`config.mk`:
```
export PLATFORM = sky130hd
export DESIGN_NAME = flyby_dma
export DESIGN_NICKNAME = d
export VERILOG_FILES = /design/src/rtl/flyby_dma_pkg.sv /design/src/rtl/flyby_dma_cfg.sv /design/src/rtl/flyby_dma_cnt.sv /design/src/rtl/flyby_dma_timer.sv /design/src/rtl/flyby_dma.sv
export SDC_FILE = /design/constraint.sdc
export NUM_CORES = 1
export LEC_CHECK = 0
export BUFFER_PORTS_ARGS = -buffer_cell sky130_fd_sc_hd__buf_2
export CORE_UTILIZATION = 30
export DETAILED_ROUTE_END_ITERATION = 8
export PLACE_DENSITY = 0.54
export SYNTH_ARGS = -nofsm -noshare
export SYNTH_HDL_FRONTEND = slang
export SYNTH_SLANG_ARGS = --single-unit
export TNS_END_PERCENT = 100
```
`constraint.sdc`:
```
create_clock -name clk -period 2 [get_ports clk]
set_input_delay 0.3 -clock clk [delete_from_list [all_inputs] [get_ports clk]]
set_output_delay 0.3 -clock clk [all_outputs]
set_load 0.05 [all_outputs]
```
`src/rtl/flyby_dma_pkg.sv`:
```
package flyby_dma_pkg;

  localparam logic [2:0] PH_FETCH   = 3'd0;
  localparam logic [2:0] PH_DECODE  = 3'd1;
  localparam logic [2:0] PH_OPFETCH = 3'd2;
  localparam logic [2:0] PH_EXEC    = 3'd3;
  localparam logic [2:0] PH_INTR    = 3'd4;

  typedef enum logic [1:0] {
    ST_IDLE,
    ST_WAIT,
    ST_MOVE,
    ST_DONE
  } dma_state_e;

  function automatic logic phase_uses_bus(input logic [2:0] ph);
    return (ph == PH_FETCH) || (ph == PH_OPFETCH);
  endfunction

endpackage

```
`src/rtl/flyby_dma_cfg.sv`:
```
module flyby_dma_cfg #(
  parameter int ADDR_W = 16,
  parameter int CNT_W  = 8,
  parameter int TIME_W = 4
) (
  input  logic              clk,
  input  logic              rst_n,
  input  logic              wr_en,
  input  logic [CNT_W-1:0]  words_in,
  input  logic [CNT_W-1:0]  thresh_in,
  input  logic [ADDR_W-1:0] addr_in,
  input  logic [TIME_W-1:0] mem_t_in,
  input  logic [TIME_W-1:0] io_t_in,
  output logic [CNT_W-1:0]  words,
  output logic [CNT_W-1:0]  thresh,
  output logic [ADDR_W-1:0] base_addr,
  output logic [TIME_W-1:0] xfer_len
);

  logic [TIME_W-1:0] slow_t;
  logic [TIME_W-1:0] len_in;

  // fly-by: one transfer lasts as long as the slower side, never zero
  assign slow_t = (mem_t_in > io_t_in) ? mem_t_in : io_t_in;
  assign len_in = (slow_t == '0) ? TIME_W'(1) : slow_t;

  always_ff @(posedge clk) begin
    if (!rst_n) begin
      words     <= '0;
      thresh    <= '0;
      base_addr <= '0;
      xfer_len  <= TIME_W'(1);
    end else if (wr_en) begin
      words     <= words_in;
      thresh    <= thresh_in;
      base_addr <= addr_in;
      xfer_len  <= len_in;
    end
  end

endmodule

```
`src/rtl/flyby_dma_cnt.sv`:
```
module flyby_dma_cnt #(
  parameter int ADDR_W = 16,
  parameter int CNT_W  = 8
) (
  input  logic              clk,
  input  logic              rst_n,
  input  logic              load,
  input  logic              step,
  input  logic [CNT_W-1:0]  init_words,
  input  logic [CNT_W-1:0]  init_thresh,
  input  logic [ADDR_W-1:0] init_addr,
  output logic [CNT_W-1:0]  words_left,
  output logic [CNT_W-1:0]  steal_left,
  output logic [ADDR_W-1:0] addr
);

  always_ff @(posedge clk) begin
    if (!rst_n) begin
      words_left <= '0;
      steal_left <= '0;
      addr       <= '0;
    end else if (load) begin
      words_left <= init_words;
      steal_left <= init_thresh;
      addr       <= init_addr;
    end else if (step) begin
      words_left <= words_left - CNT_W'(1);
      addr       <= addr + ADDR_W'(1);
      if (steal_left != '0) steal_left <= steal_left - CNT_W'(1);
    end
  end

endmodule

```
`src/rtl/flyby_dma_timer.sv`:
```
module flyby_dma_timer #(
  parameter int TIME_W = 4
) (
  input  logic              clk,
  input  logic              rst_n,
  input  logic              load,
  input  logic              run,
  input  logic [TIME_W-1:0] len,
  output logic              last
);

  logic [TIME_W-1:0] left_q;

  always_ff @(posedge clk) begin
    if (!rst_n)    left_q <= '0;
    else if (load) left_q <= len;
    else if (run && left_q != '0) left_q <= left_q - TIME_W'(1);
  end

  assign last = run && (left_q == TIME_W'(1));

endmodule

```
`src/rtl/flyby_dma.sv`:
```
module flyby_dma
  import flyby_dma_pkg::*;
#(
  parameter int ADDR_W = 16,
  parameter int CNT_W  = 8,
  parameter int TIME_W = 4
) (
  input  logic              clk,
  input  logic              rst_n,
  input  logic              cfg_load,
  input  logic [CNT_W-1:0]  cfg_words,
  input  logic [CNT_W-1:0]  cfg_thresh,
  input  logic [ADDR_W-1:0] cfg_addr,
  input  logic [TIME_W-1:0] cfg_mem_t,
  input  logic [TIME_W-1:0] cfg_io_t,
  input  logic              start,
  input  logic [2:0]        cpu_phase,
  input  logic              cpu_phase_end,
  input  logic              io_req,
  output logic              io_ack,
  output logic [ADDR_W-1:0] mem_addr,
  output logic              mem_we,
  output logic              cpu_grant,
  output logic              cpu_stall,
  output logic              done
);

  dma_state_e state_q, state_d;
  logic own_q, own_d;

  logic [CNT_W-1:0]  words_r, thresh_r, words_left, steal_left;
  logic [ADDR_W-1:0] base_r, addr_q;
  logic [TIME_W-1:0] len_r;
  logic cfg_wr, cnt_load, cnt_step, tmr_load, tmr_last;
  logic in_burst, grab, final_word, keep_bus;

  assign cfg_wr = cfg_load && (state_q == ST_IDLE);

  flyby_dma_cfg #(.ADDR_W(ADDR_W), .CNT_W(CNT_W), .TIME_W(TIME_W)) u_cfg (
    .clk       (clk),
    .rst_n     (rst_n),
    .wr_en     (cfg_wr),
    .words_in  (cfg_words),
    .thresh_in (cfg_thresh),
    .addr_in   (cfg_addr),
    .mem_t_in  (cfg_mem_t),
    .io_t_in   (cfg_io_t),
    .words     (words_r),
    .thresh    (thresh_r),
    .base_addr (base_r),
    .xfer_len  (len_r)
  );

  flyby_dma_cnt #(.ADDR_W(ADDR_W), .CNT_W(CNT_W)) u_cnt (
    .clk         (clk),
    .rst_n       (rst_n),
    .load        (cnt_load),
    .step        (cnt_step),
    .init_words  (words_r),
    .init_thresh (thresh_r),
    .init_addr   (base_r),
    .words_left  (words_left),
    .steal_left  (steal_left),
    .addr        (addr_q)
  );

  flyby_dma_timer #(.TIME_W(TIME_W)) u_tmr (
    .clk   (clk),
    .rst_n (rst_n),
    .load  (tmr_load),
    .run   (state_q == ST_MOVE),
    .len   (len_r),
    .last  (tmr_last)
  );

  // burst once the stolen-cycle allowance is used up
  assign in_burst   = (steal_left == '0);
  // a held bus in burst needs no boundary; otherwise wait for one
  assign grab       = io_req && ((in_burst && own_q) || cpu_phase_end);
  assign final_word = (words_left == CNT_W'(1));
  // keep the bus if already in burst or this word completes the allowance
  assign keep_bus   = (steal_left <= CNT_W'(1));

  always_comb begin
    state_d  = state_q;
    own_d    = own_q;
    cnt_load = 1'b0;
    cnt_step = 1'b0;
    tmr_load = 1'b0;
    unique case (state_q)
      ST_IDLE: begin
        if (start) begin
          cnt_load = 1'b1;
          state_d  = (words_r == '0) ? ST_DONE : ST_WAIT;
        end
      end
      ST_WAIT: begin
        if (grab) begin
          tmr_load = 1'b1;
          own_d    = 1'b1;
          state_d  = ST_MOVE;
        end
      end
      ST_MOVE: begin
        if (tmr_last) begin
          cnt_step = 1'b1;
          if (final_word) begin
            state_d = ST_DONE;
          end else begin
            state_d = ST_WAIT;
            own_d   = keep_bus;
          end
        end
      end
      ST_DONE: begin
        own_d   = 1'b0;
        state_d = ST_IDLE;
      end
      default: state_d = ST_IDLE;
    endcase
  end

  always_ff @(posedge clk) begin
    if (!rst_n) begin
      state_q <= ST_IDLE;
      own_q   <= 1'b0;
    end else begin
      state_q <= state_d;
      own_q   <= own_d;
    end
  end

  assign io_ack    = (state_q == ST_MOVE);
  assign mem_we    = tmr_last;
  assign mem_addr  = addr_q;
  assign cpu_grant = !own_q;
  assign cpu_stall = own_q && phase_uses_bus(cpu_phase);
  assign done      = (state_q == ST_DONE);

endmodule

```
==> reports/results.tsv <==
metric	value	unit
fin crit share	99.89	%
# nets final	617	
post-synthesis mux area share	2.018	%
Placer Congestion	0.7906	
Clock Skew	5.634	ps
post-synthesis sequential area ratio	41.75	%
global-route wire length before repair	16330	um
wirelength, routed	10160	um
Port Buffer Count	68	
Root Buffer	clkbuf_16	
final setup TNS	0	ps
Post-Synthesis Cells	458	
Sink Count	75	
share of layout cells above drive strength 1	28.34	%
vias in the first global route	3419	
failing checks	design-rule violations	
drt first pass iters	7	
Mapped Area	3596	sq um
die area	12430	sq um
Inserted Clock Buffers	9	
critical path's slowest cell	or4_4	
total power	5253	uW
Synth Net Count	519	
Required @ worst endpoint	2200	ps
maxcap violations	0	
compound-gate portion of the synthesized area	23.14	%
adder-cell share of the synthesized area	4.175	%
Synth Area in Simple Gates	23.90	%
crit start category	flop	
post-synthesis xor/xnor area fraction	0.2436	%
post-DP HPWL	7362	um
RSZ-0062 raised after global routing	true	
Tightest Pin Transition	448.8	ps
top-level I/O count	70	
CTS tree	built	
crit-path cells	inv_2 -> ha_4 -> or3b_4 -> or4_4 -> buf_6 -> o211ai_1 -> a21oi_1	
ys async rst share	0	%
largest net degree at the start of global routing	27	
Die Wd	111.5	um
Iter 0 DRT Violations	198	
Yosys cell types	54	
multi-input combinational cell area	1993	sq um
dominant synthesized flop cell	dfxtp_1	
post-synthesis register bit count	75	
Starting Density	31.09	%
FF+latch area	1515	sq um
total track usage	16.48	%
Area Growth Syn to Fin	32.78	%
EDFF count, synth	0	
WS Path Type	reg2reg	
Routed Antenna Nets	0	
Clock Path Buffers	2	
drt wl/cell	14.44	um
slowest stage delay, CP	560	ps
CORE AREA	11560	sq um
worst skew pair latency	340	ps
crit end category	flop	
row cnt	39	
Hold-fix buffers, CTS	0	
main combinational cell family by area after synthesis	simple AND/OR/NAND/NOR gates	
hold_ws	198.9	ps
total leakage power	0.001963	uW
Antenna diodes	0	
Worst EP arrival	2200	ps
minimum clock period after layout	1998	ps
final hold viol count	0	
mean area per synthesized cell	7.851	sq um
Non-Filler Instances	704	
status	complete, but fails checks	
Die Ht	111.5	um
HP Class	in2reg	
Warnings, synthesis	0	
vias	3702	
Slew Limit Fails	0	
DR vias/cell	5.259	
fmax	500.5	MHz
H-tree Lvls	3	
drc violations	8	
Rel. slew slack	69.69	%
placed cells	682	
DP Worst Slack	-35.55	ps
power per cell area	1100	nW/um^2
clock slew at reported path FFs	60	ps
Worst Setup Slack, final	2.159	ps
number of antenna violations at the first check in global routing	0	
Filler cells	1167	
Max FO, Critical Path	4	
grt total ovfl	0	
Final Setup Violations	0	
worst ir drop on vdd	401.7	uV
-- flip-flops by register name (all words and copies together), names as in the netlist --
register	count
own_q	1
u_cfg.base_addr	16
u_cnt.steal_left	8
u_tmr.left_q	4
u_cfg.thresh	8
u_cfg.xfer_len	4
state_q	2
u_cfg.words	8
u_cnt.addr	16
u_cnt.words_left	8
-- cell usage after synthesis, types with 2 or more instances --
master	number	share of area [%]
mux2i_1	5	1.4
nand2_1	90	9.4
buf_1	2	0.21
clkbuf_1	19	2.0
o211ai_1	6	1.3
nor2_1	29	3.0
and3_1	3	0.52
a21oi_1	69	9.6
a211oi_1	3	0.63
o21ai_0	15	2.1
or3_1	3	0.52
a221oi_1	4	0.97
a32oi_1	7	1.7
ha_1	12	4.2
nand3_1	15	2.1
o311ai_0	2	0.49
nor2b_1	2	0.35
nor3b_1	3	0.63
nand4_1	4	0.70
nor3_1	13	1.8
a31oi_1	9	1.6
a2bb2oi_1	3	0.73
buf_2	5	0.70
nand4b_1	3	0.73
or4_1	4	0.84
nor4_1	5	0.87
a22oi_1	4	0.84
nand3b_1	2	0.42
clkinv_1	2	0.21
inv_1	15	1.6
dfxtp_1	75	42
a311oi_1	2	0.49
and2_1	2	0.35
-- metrics by stage --
step | util, % | cell area (sq um)
final | 41.29 | 4775
after CTS | 40.35 | 4667
after global placement | 37.48 | 4334
after global routing | 41.29 | 4775
after floorplan | - | 3608
after detailed placement | 37.48 | 4334
-- path summary, 6_finish.rpt --
kind                 startpoint                 end  slack, ps  cells past startpoint
max reg2reg     u_tmr.left_q[1]       u_cnt.addr[8]          2                      7
max             u_tmr.left_q[1]       u_cnt.addr[8]          2                      7
min                cfg_words[5]      u_cfg.words[5]        200                      3
min reg2reg  u_cfg.base_addr[1]  u_cfg.base_addr[1]        460                      2
-- worst max-delay path, delay by kind of cell, from the launching register on --
family          cells  cell delay [ps]
compound gates      2              240
fa+ha+maj           1              120
flops               1              320
simple gates        2              960
buf+inv             2              220
-- report_power, final --
group / total, uW / internal, uW / switching (uW) / leakage [uW]
Combinational: 1710 / 669 / 1050 / 0.00119
Sequential: 1890 / 1720 / 170 / 0.000617
Clock: 1650 / 1030 / 617 / 0.000153
-- area by class of cell --
type                    instances  area share, %
multi-input cells             339          41.75
well taps                     143          3.747
repair buffers                113          14.83
clock buffers                  12          5.372
inverters                      18          1.546
flip-flops and latches         75          31.73
clock inverters                 4          1.022
-- routing by layer --
layer / up-vias / global-route usage, % / wire (um)
met5: - / 0 / 0
met2: 72 / 26.79 / 4690
met3: 8 / 3.974 / 481
met4: 0 / 4.324 / 122
li1: 1859 / - / -
met1: 1763 / 21.84 / 4868
-- kinds of logic after synthesis --
logic type,count (synthesis)
buffers and inverters,44
multiplexers,7
AND/OR/NAND/NOR,184
AO/OA/AOI/OAI,135
adder cells (fa/ha/maj),12
XOR/XNOR,1
flip-flops,75
-- cells in the final DEF, fill, tap and decap left out, drive strengths merged, types with 2 or more instances in the layout --
cell type	instances
nor2b	2
a311oi	2
nor2	29
nand3b	2
a32oi	7
a31oi	9
a2bb2oi	3
a22oi	4
dfxtp	75
o311ai	2
a21oi	69
clkbuf	12
nand4	5
nor3	13
and3	3
ha	12
inv	16
nand3	15
and2	2
o21ai	15
nor3b	3
o211ai	6
a221oi	4
mux2	2
or4	5
a211oi	3
nand2	90
or3	3
buf	112
mux2i	5
nor4	5
nand4b	3
clkinv	5
-- timing repair --
item                       4_1_cts  5_1_grt
setup endpoints to repair        3       10
pin swaps                        0        8
hold endpoints to repair         0        0
gates cloned                     0        1
resized for setup                8       14
buffers inserted                 0        5
Power figures use the tool's default switching activity.
